==> config.mk <==
export PLATFORM = sky130hd
export DESIGN_NAME = xlate_buf
export DESIGN_NICKNAME = d
export VERILOG_FILES = /design/src/rtl/xlate_pkg.sv /design/src/rtl/xlate_cam.sv /design/src/rtl/xlate_victim.sv /design/src/rtl/xlate_perm.sv /design/src/rtl/xlate_buf.sv
export SDC_FILE = /design/constraint.sdc
export NUM_CORES = 1
export LEC_CHECK = 0
export BUFFER_PORTS_ARGS = -buffer_cell sky130_fd_sc_hd__clkbuf_2
export CAP_MARGIN = 10
export CORE_MARGIN = 3
export CORE_UTILIZATION = 42
export CTS_BUF_LIST = sky130_fd_sc_hd__clkbuf_8
export DETAILED_ROUTE_END_ITERATION = 8
export PLACE_DENSITY = 0.65
export SYNTH_ARGS = -nofsm -noshare
export SYNTH_HDL_FRONTEND = slang
export SYNTH_HIERARCHICAL = 1
export SYNTH_SLANG_ARGS = --single-unit
export TNS_END_PERCENT = 5
==> constraint.sdc <==
create_clock -name clk_i -period 3.8 [get_ports clk_i]
set_clock_uncertainty 0.05 [all_clocks]
set_input_delay 0.57 -clock clk_i [delete_from_list [all_inputs] [get_ports clk_i]]
set_output_delay 0.57 -clock clk_i [all_outputs]
set_load 0.02 [all_outputs]
==> src/rtl/xlate_pkg.sv <==
package xlate_pkg;
  typedef struct packed {
    logic rd;
    logic wr;
    logic usr;
  } xlate_attr_t;
  localparam int ATTR_W = $bits(xlate_attr_t);
endpackage

==> src/rtl/xlate_cam.sv <==
module xlate_cam #(
  parameter int N      = 8,
  parameter int TAG_W  = 20,
  parameter int DATA_W = 23
) (
  input  logic              clk_i,
  input  logic              rst_ni,
  input  logic              flush_i,
  input  logic [TAG_W-1:0]  lk_tag_i,
  output logic [N-1:0]      match_o,
  output logic [DATA_W-1:0] lk_data_o,
  output logic              lk_dirty_o,
  input  logic              set_dirty_i,
  input  logic [N-1:0]      fill_sel_i,
  input  logic [TAG_W-1:0]  fill_tag_i,
  input  logic [DATA_W-1:0] fill_data_i,
  input  logic              fill_dirty_i,
  output logic [N-1:0]      fill_match_o,
  output logic [N-1:0]      valid_o
);
  logic [N-1:0]      valid_q, dirty_q;
  logic [TAG_W-1:0]  tag_q  [N];
  logic [DATA_W-1:0] data_q [N];

  for (genvar g = 0; g < N; g++) begin : g_cmp
    assign match_o[g]      = valid_q[g] && (tag_q[g] == lk_tag_i);
    assign fill_match_o[g] = valid_q[g] && (tag_q[g] == fill_tag_i);
  end

  always_comb begin
    lk_data_o  = '0;
    lk_dirty_o = 1'b0;
    for (int i = 0; i < N; i++) begin
      if (match_o[i]) begin
        lk_data_o  = lk_data_o | data_q[i];
        lk_dirty_o = lk_dirty_o | dirty_q[i];
      end
    end
  end

  always_ff @(posedge clk_i or negedge rst_ni) begin
    if (!rst_ni) valid_q <= '0;
    else if (flush_i) valid_q <= '0;
    else valid_q <= valid_q | fill_sel_i;
  end

  always_ff @(posedge clk_i or negedge rst_ni) begin
    if (!rst_ni) begin
      dirty_q <= '0;
      for (int i = 0; i < N; i++) begin
        tag_q[i]  <= '0;
        data_q[i] <= '0;
      end
    end else begin
      for (int i = 0; i < N; i++) begin
        if (fill_sel_i[i]) begin
          tag_q[i]   <= fill_tag_i;
          data_q[i]  <= fill_data_i;
          dirty_q[i] <= fill_dirty_i;
        end else if (set_dirty_i && match_o[i]) begin
          dirty_q[i] <= 1'b1;
        end
      end
    end
  end

  assign valid_o = valid_q;

  AST_FLUSH_EMPTIES: assert property (@(posedge clk_i) disable iff (!rst_ni)
    flush_i |=> (valid_q == '0));
  AST_MATCH_UNIQUE: assert property (@(posedge clk_i) disable iff (!rst_ni)
    $onehot0(match_o));
  AST_DIRTY_SET: assert property (@(posedge clk_i) disable iff (!rst_ni)
    (set_dirty_i && ((fill_sel_i & match_o) == '0) && (match_o != '0))
      |=> ((dirty_q & $past(match_o)) != '0));
endmodule

==> src/rtl/xlate_victim.sv <==
module xlate_victim #(
  parameter int N = 8
) (
  input  logic         clk_i,
  input  logic         rst_ni,
  input  logic         fill_i,
  input  logic         flush_i,
  input  logic [N-1:0] valid_i,
  input  logic [N-1:0] fill_match_i,
  output logic [N-1:0] fill_sel_o
);
  localparam int IDX_W = (N > 1) ? $clog2(N) : 1;
  localparam logic [IDX_W-1:0] LAST = IDX_W'(N - 1);

  logic [IDX_W-1:0] ptr_q, free_idx, dup_idx, sel_idx;
  logic             free_any, dup_any, fill_ok, use_ptr;

  always_comb begin
    free_idx = '0;
    dup_idx  = '0;
    for (int i = N - 1; i >= 0; i--) begin
      if (!valid_i[i])     free_idx = IDX_W'(i);
      if (fill_match_i[i]) dup_idx  = IDX_W'(i);
    end
  end

  assign free_any = ~&valid_i;
  assign dup_any  = |fill_match_i;
  assign fill_ok  = fill_i && !flush_i;
  assign use_ptr  = fill_ok && !dup_any && !free_any;
  assign sel_idx  = dup_any ? dup_idx : (free_any ? free_idx : ptr_q);

  always_comb begin
    fill_sel_o = '0;
    fill_sel_o[sel_idx] = fill_ok;
  end

  always_ff @(posedge clk_i or negedge rst_ni) begin
    if (!rst_ni) ptr_q <= '0;
    else if (use_ptr) ptr_q <= (ptr_q == LAST) ? '0 : ptr_q + 1'b1;
  end

  AST_ONE_VICTIM: assert property (@(posedge clk_i) disable iff (!rst_ni)
    $onehot0(fill_sel_o));
  AST_PTR_HOLD: assert property (@(posedge clk_i) disable iff (!rst_ni)
    !use_ptr |=> $stable(ptr_q));
  if (N > 1) begin : g_ptr_chk
    AST_PTR_STEP: assert property (@(posedge clk_i) disable iff (!rst_ni)
      use_ptr |=> (ptr_q != $past(ptr_q)));
  end
endmodule

==> src/rtl/xlate_perm.sv <==
module xlate_perm
  import xlate_pkg::*;
(
  input  logic        hit_i,
  input  logic        wr_i,
  input  logic        user_i,
  input  xlate_attr_t attr_i,
  output logic        fault_o
);
  logic rw_deny, priv_deny;
  assign rw_deny   = wr_i ? !attr_i.wr : !attr_i.rd;
  assign priv_deny = user_i && !attr_i.usr;
  assign fault_o   = hit_i && (rw_deny || priv_deny);
endmodule

==> src/rtl/xlate_buf.sv <==
module xlate_buf
  import xlate_pkg::*;
#(
  parameter int N     = 8,
  parameter int VA_W  = 32,
  parameter int PA_W  = 32,
  parameter int OFF_W = 12
) (
  input  logic                   clk_i,
  input  logic                   rst_ni,
  input  logic                   flush_i,
  input  logic                   req_i,
  input  logic [VA_W-1:0]        va_i,
  input  logic                   wr_i,
  input  logic                   user_i,
  output logic                   hit_o,
  output logic                   miss_o,
  output logic                   fault_o,
  output logic                   dirty_o,
  output logic [PA_W-1:0]        pa_o,
  input  logic                   fill_i,
  input  logic [VA_W-OFF_W-1:0]  fill_vpn_i,
  input  logic [PA_W-OFF_W-1:0]  fill_ppn_i,
  input  logic                   fill_rd_i,
  input  logic                   fill_wr_i,
  input  logic                   fill_usr_i,
  input  logic                   fill_dirty_i
);
  localparam int VPN_W  = VA_W - OFF_W;
  localparam int PPN_W  = PA_W - OFF_W;
  localparam int DATA_W = PPN_W + ATTR_W;

  logic [N-1:0]      match, fill_match, valid, fill_sel;
  logic [DATA_W-1:0] hit_data, fill_data;
  logic              hit_dirty, hit, fault, set_dirty;
  logic [PPN_W-1:0]  hit_ppn;
  xlate_attr_t       hit_attr, fill_attr;

  assign fill_attr = '{rd: fill_rd_i, wr: fill_wr_i, usr: fill_usr_i};
  assign fill_data = {fill_ppn_i, fill_attr};

  xlate_cam #(.N(N), .TAG_W(VPN_W), .DATA_W(DATA_W)) u_cam (
    .clk_i        (clk_i),
    .rst_ni       (rst_ni),
    .flush_i      (flush_i),
    .lk_tag_i     (va_i[VA_W-1:OFF_W]),
    .match_o      (match),
    .lk_data_o    (hit_data),
    .lk_dirty_o   (hit_dirty),
    .set_dirty_i  (set_dirty),
    .fill_sel_i   (fill_sel),
    .fill_tag_i   (fill_vpn_i),
    .fill_data_i  (fill_data),
    .fill_dirty_i (fill_dirty_i),
    .fill_match_o (fill_match),
    .valid_o      (valid)
  );

  xlate_victim #(.N(N)) u_victim (
    .clk_i        (clk_i),
    .rst_ni       (rst_ni),
    .fill_i       (fill_i),
    .flush_i      (flush_i),
    .valid_i      (valid),
    .fill_match_i (fill_match),
    .fill_sel_o   (fill_sel)
  );

  assign {hit_ppn, hit_attr} = hit_data;
  assign hit = req_i && (match != '0);

  xlate_perm u_perm (
    .hit_i   (hit),
    .wr_i    (wr_i),
    .user_i  (user_i),
    .attr_i  (hit_attr),
    .fault_o (fault)
  );

  // mark only clean entries to avoid redundant writes
  assign set_dirty = hit && !fault && wr_i && !hit_dirty;

  assign hit_o   = hit;
  assign miss_o  = req_i && !hit;
  assign fault_o = fault;
  assign dirty_o = hit && hit_dirty;
  assign pa_o    = (hit && !fault) ? {hit_ppn, va_i[OFF_W-1:0]} : '0;

  AST_HIT_MISS_EXCL: assert property (@(posedge clk_i) disable iff (!rst_ni)
    !(hit_o && miss_o));
  AST_FAULT_NEEDS_HIT: assert property (@(posedge clk_i) disable iff (!rst_ni)
    fault_o |-> (hit_o && pa_o == '0));
  AST_OFFSET_PASS: assert property (@(posedge clk_i) disable iff (!rst_ni)
    (hit_o && !fault_o) |-> (pa_o[OFF_W-1:0] == va_i[OFF_W-1:0]));
  AST_IDLE_QUIET: assert property (@(posedge clk_i) disable iff (!rst_ni)
    !req_i |-> !(hit_o || miss_o || fault_o || dirty_o));
  AST_KERNEL_RW_ONLY: assert property (@(posedge clk_i) disable iff (!rst_ni)
    (hit_o && !user_i && (wr_i ? hit_attr.wr : hit_attr.rd)) |-> !fault_o);
endmodule

## Word-level counts from Yosys, hierarchy flattened

Index checks and enable logic that the tools add are counted.

- Flip-flop bits (word level): 363
- Output and inout port bits: 36

- Magnitude comparators: 2
- Bitwise gates (word level): 16
- Muxes and demuxes: 56
- Reduce and logical (&&, ||, !) cells: 56
- Equality and inequality tests: 17
- Add/sub/neg operators: 1

Operator list:

| kind | number |
|---|---|
| 20-bit == test | 16 |
| 23-bit 2-to-1 mux | 8 |
| 23-bit bitwise OR | 7 |
| 3-bit 2-to-1 mux | 19 |
| 1-bit logical AND | 36 |
| 32-bit 2-to-1 mux | 1 |
| 1-bit 2-to-1 mux | 26 |
| 2-bit nonzero test | 8 |
| 8-bit bitwise AND | 1 |
| 1-bit zero test | 8 |
| 8-bit 2-to-1 mux | 1 |
| 8-bit bitwise OR | 1 |
| 8-bit AND reduction | 1 |
| 8-bit nonzero test | 1 |
| 8-bit OR reduction | 1 |
| 1-bit bitwise OR | 7 |
| 3-bit by 4-bit less-than comparator with 1-bit output, second input constant | 1 |
| 3-bit by 1-bit adder with 3-bit output, second input constant | 1 |
| 1-bit demux with 3-bit select | 1 |
| 3-bit == test, second input constant | 1 |
| 3-bit by 1-bit >= comparator with 1-bit output, second input constant | 1 |
| 1-bit logical OR | 1 |

## Longest topological paths before layout

- Word-level depth: 28
- Depth in mapped cells: 15
- Gate-level depth less buffers: 11

## Hierarchy

The synthesis kept the hierarchy.

Modules (own cells, without submodules):

| module | cells an instance | times used | area each (µm²) |
|---|---|---|---|
| xlate_cam | 1836 | 1 | 19456.2 |
| xlate_buf | 85 | 1 | 591.8 |
| xlate_victim | 53 | 1 | 422.9 |
| xlate_perm | 3 | 1 | 23.8 |

## Worst setup path before layout

OpenSTA, ideal clock, no wires.

- Kind: input-to-output
- From: input va_i[19]
- To: output pa_o[1]
- Setup slack: -0.244 ns
- Stages on the path: 12
- Required time: 3.180 ns
- Arrival: 3.424 ns
- Buffers on the path: 3
- Path through: buf_6 > inv_1 > o221ai_2 > clkbuf_1 > inv_1 > and3_2 > nor4_4 > a21boi_0 > o21a_1 > clkbuf_1 > nand3b_1 > a21oi_1

RTL lines:

| item | line | RTL |
|---|---|---|
| from (decl) | xlate_buf.sv:13 | `input logic [VA_W-1:0] va_i,` |
| 20-bit == test | xlate_cam.sv:26 | `assign match_o[g] = valid_q[g] && (tag_q[g] == lk_tag_i);` |
| 1-bit logical AND | xlate_cam.sv:26 |  |
| named net match[5] | xlate_buf.sv:33 | `logic [N-1:0] match, fill_match, valid, fill_sel;` |
| 8-bit nonzero test | xlate_buf.sv:70 | `assign hit = req_i && (match != '0);` |
| 1-bit logical AND | xlate_buf.sv:70 |  |
| named net hit_o | xlate_buf.sv:16 | `output logic hit_o,` |
| 1-bit logical AND | xlate_perm.sv:13 | `assign fault_o = hit_i && (rw_deny \|\| priv_deny);` |
| named net fault_o | xlate_buf.sv:18 | `output logic fault_o,` |
| 1-bit zero test | xlate_buf.sv:87 | `assign pa_o = (hit && !fault) ? {hit_ppn, va_i[OFF_W-1:0]} : '0;` |
| 1-bit logical AND | xlate_buf.sv:87 |  |
| 32-bit 2-to-1 mux | xlate_buf.sv:87 |  |
| to (decl) | xlate_buf.sv:20 | `output logic [PA_W-1:0] pa_o,` |

The timed path passes the listed nets, and every way through them passes these cells.

## Worst setup path after layout

- From: register u_cam/tag_q[81] in the netlist's numbering
- To: output pa_o[29]

- Longest elaborated chain between the ends: 18

Ends and longest elaborated chain:

| item | line | RTL |
|---|---|---|
| from (decl) | xlate_cam.sv:22 | `logic [TAG_W-1:0] tag_q [N];` |
| from (signal, indexed assignment) | xlate_cam.sv:57 | `tag_q[i] <= fill_tag_i;` |
| 20-bit == test * | xlate_cam.sv:26 |  |
| 1-bit logical AND * | xlate_cam.sv:26 |  |
| 23-bit 2-to-1 mux * | xlate_cam.sv:34 | `if (match_o[i]) begin` |
| 23-bit bitwise OR | xlate_cam.sv:35 | `lk_data_o = lk_data_o \| data_q[i];` |
| 23-bit 2-to-1 mux * | xlate_cam.sv:34 |  |
| 23-bit bitwise OR | xlate_cam.sv:35 |  |
| 23-bit 2-to-1 mux * | xlate_cam.sv:34 |  |
| 23-bit bitwise OR | xlate_cam.sv:35 |  |
| [... 3 more ...] | - |  |
| named net hit_data[1] | xlate_buf.sv:34 | `logic [DATA_W-1:0] hit_data, fill_data;` |
| 1-bit zero test * | xlate_perm.sv:11 | `assign rw_deny = wr_i ? !attr_i.wr : !attr_i.rd;` |
| 1-bit 2-to-1 mux * | xlate_perm.sv:11 |  |
| 1-bit logical OR * | xlate_perm.sv:13 |  |
| 1-bit logical AND * | xlate_perm.sv:13 |  |
| 1-bit zero test * | xlate_buf.sv:87 |  |
| 1-bit logical AND * | xlate_buf.sv:87 |  |
| 32-bit 2-to-1 mux * | xlate_buf.sv:87 |  |

The timed path passes the listed nets; every way through them passes the cells marked *.

==> qor.yml <==
outcome: "finished, violations left"
violations_in_the_final_reports: "negative setup slack"
rsz0062_at_grt: "true"
nFillCells: 4327
cts_buffers: 67
r2r.worst_path.cells: 15
dpl_ws_ns: -0.396
antenna-diode-count: 0
worst_path_dominant_cell_family: "simple AND/OR/NAND/NOR gates"
area.growth.synth_to_final_pct: 19.5
fp.dieW_um: 227
syn_area_per_cell_um2: 10.4
worst_hold_startpoint: "fill_ppn_i[19]"
type_of_the_worst_setup_path: "flop to output pin"
yosysTopAreaCell: "dfrtp_1"
ff2ff_setup_slack_ns: 0.10
crit_slowest_cell: "dfrtp_1"
worstPathMaxFanout: 17
max-slew-margin-rel_pct: 40.3
global_route_wire_length_before_repair_um: 105000
hold_path_end: "u_cam/data_q[137]"
root_buffer: "clkbuf_8"
synth_top_area_share_pct: 44.3
postSynth.asyncResetShare_pct: 100
core.rowCount: 80
worst-endpoint-arrival_ns: 3.28
maxSlewViolCount: 0
tritoncts: "done"
post-route-cell-area_um2: 24500
detail-route-antenna-nets: 0
cts_buffer_depth: 3
path_clk_slew_ns: 0.06
setup-violations-final: 32
totalPowerFinal_mw: 9.49
mappedNetlistNets: 2062
avgViaCountPerCell: 5.89
hp-class: "input pin to flop"
synth-seq-cells: 363
vdd.ir_drop.worst_mv: 0.268
yosys_warnings: 6
die_y_um: 227
setup_ws_final_ns: -0.102
drt-total-wl_um: 70100
antenna_found_initial: 0
synth.yosys.seq_area_share_pct: 44.3
max-cap-violations: 0
post_layout_nonfiller_instances: 2838
netlist-cell-type-count: 54
placement_stage_cell_area_um2: 22700
worstReg2RegEnd: "u_cam/tag_q[107]"
postSynthCellCount: 1977
nNetsFinal: 2263
worstMarginPinSlew_ns: 0.896
min_path_cells: 3
fmax_mhz: 256
hpwl_reported_at_the_end_of_detailed_placement_um: 49000
dr_drc_count: 0
floorplan.die_area_um2: 51500
placer_congestion_estimate: 0.964
synth_area_leaders: "dfrtp_1 44%, mux2_2 12%, xnor2_1 9.9%"
grt_pass1_vias: 16900
timing.rr.start: "u_cam/tag_q[28]"
route.vias.total: 16700
path_cells: "xor2_1 > nor4_2 > and3_4 > buf_6 > a32oi_1 > nand4_1 > mux2i_1 > o21a_4 > buf_12 > nand3b_1 > a21oi_2 > clkbuf_2"
initial_core_util_pct: 42.7
layout_worst_path_cycle_share_pct: 103
grt_start_max_net_pins: 98
synth_edf_count: 0
clk-insertion-delay-late_ns: 0.65
proportion_of_layout_cells_with_a_drive_suffix_above_1_pct: 33.0
detail_routed_net_length_per_standard_cell_um: 24.7
total_grt_overflow: 0
crit_buf_inv: 3
number_of_detailed_route_iterations_in_the_first_pass: 5
static-leakage-power_nw: 10.8
final_hold_viol_count: 0
ys.flop_type: "dfrtp_1"
port_buffers: 118
final.min_clock_period_ns: 3.90
setup.worst_path.end_class: "output pin"
ctsHtreeMaxLevel: 3
initialDrtViolationCount: 1720
power_density_nw_per_um2: 388
cp.required_ns: 3.18
fp.coreArea_um2: 47900
placedCellCount: 2706
io-pin-count: 119
grt_use_total_pct: 27.3
clock_sink_count: 363
critical-path-max-stage-delay_ns: 0.41
crit_path_start_kind: "flop"
syn-cell-area_um2: 20500
hold_ws_ns: 0.205
-- how the worst max path moves through the flow --
stage,startpoint,endpoint,slack (ns),depth (start not counted)
3_5_place_dp,va_i[21],pa_o[6],-0.40,13
2_1_floorplan,fill_vpn_i[11],u_cam/data_q[138],-0.06,12
4_1_cts,u_cam/tag_q[128],pa_o[6],-0.13,13
6_report,u_cam/tag_q[81],pa_o[29],-0.10,12
3_3_place_gp,va_i[21],pa_o[31],-0.38,13
5_1_grt,u_cam/tag_q[10],pa_o[6],-0.20,12
-- layout make-up --
class	instances	area (um2)	area share [%]
inverters	131	492	2.01
multi-input cells	1304	10400	42.3
flip-flops and latches	363	9090	37.1
clock buffers	82	1130	4.61
repair buffers	311	2470	10.1
clock inverters	32	173	0.705
well taps	615	769	3.14
-- cells in the mapped netlist, drive strengths merged (3+ instances only) --
master  number
inv        131
nand3       17
nor2b        8
a32oi       97
mux2       227
xnor2      235
nor3        54
clkbuf     108
o21ai      126
buf         71
xor2        76
a311oi       8
and2         9
a21oi       43
nor3b        3
nand4       76
and3         6
dfrtp      363
nor2        47
nand2b       4
nand3b      33
nor4        86
nand2      128
-- kinds of logic (layout without fill, tap and decap cells) --
logic type	Yosys count	in the layout	synth area share (%)
DFF	363	363	44.3
buffers and inverters	310	556	7.06
AOI/OAI and AO/OA	287	287	9.41
adders and majority gates	2	2	0.122
muxes	228	228	12.5
and+or+nand+nor	476	476	13.1
xor gates and xnor gates	311	311	13.4
-- tightest hold or removal path: cells and delay by family --
| family | cells | cell delay, ns |
|---|---|---|
| buf+inv | 1 | 0.16 |
| simple gates | 1 | 0.06 |
| compound gates | 1 | 0.06 |
-- per-layer routing --
layer	track usage [%]	vias up	share of wire, %
li1	-	7322	-
met4	12.8	0	4.9
met5	0	-	0
met1	35.7	8366	41
met3	5.58	203	8.0
met2	43.7	832	46
-- where the power goes --
part           total (mW)  switching [mW]  internal (mW)
clock                3.71            1.70           2.01
combinational        1.42           0.797          0.626
sequential           4.36           0.218           4.14
-- flip-flops by register name, summed over array words and instances, names as in the netlist --
name            cells
u_cam/dirty_q       8
u_cam/valid_o       8
u_cam/tag_q       160
u_cam/data_q      184
u_victim/ptr_q      3
-- through the flow --
step	setup TNS (ns)	utilization, %
2_1_floorplan	-2.15	-
3_3_place_gp	-44.46	47.3
3_5_place_dp	-37.65	47.3
4_1_cts	-3.52	50.6
5_1_grt	-8.63	51.1
6_report	-2.43	51.1
-- what timing repair did --
| action | CTS | global route |
|---|---|---|
| endpoints found under the hold margin | 80 | 0 |
| pin swaps | 10 | 19 |
| endpoints found under the setup margin | 36 | 144 |
| buffers inserted | 7 | 9 |
| resized for setup | 33 | 46 |
| hold buffers | 1 | 0 |
| gates cloned | 1 | 0 |
-- layout by cell type, fill, tap and decap left out, types with 15 or more instances in the layout --
master and count:
nand3b_1 33, nand4_1 74, nor3_1 52, clkbuf_8 82
buf_12 26, mux2_2 227, dfrtp_1 356, nor4_1 73
o21ai_0 122, clkbuf_2 106, a21oi_2 30, a32oi_1 96
xor2_1 75, nand2_1 128, inv_1 155, xnor2_1 213
buf_4 159, xnor2_2 20, nand3_1 15, nor2_1 46
(Power assumes the default switching activity.)
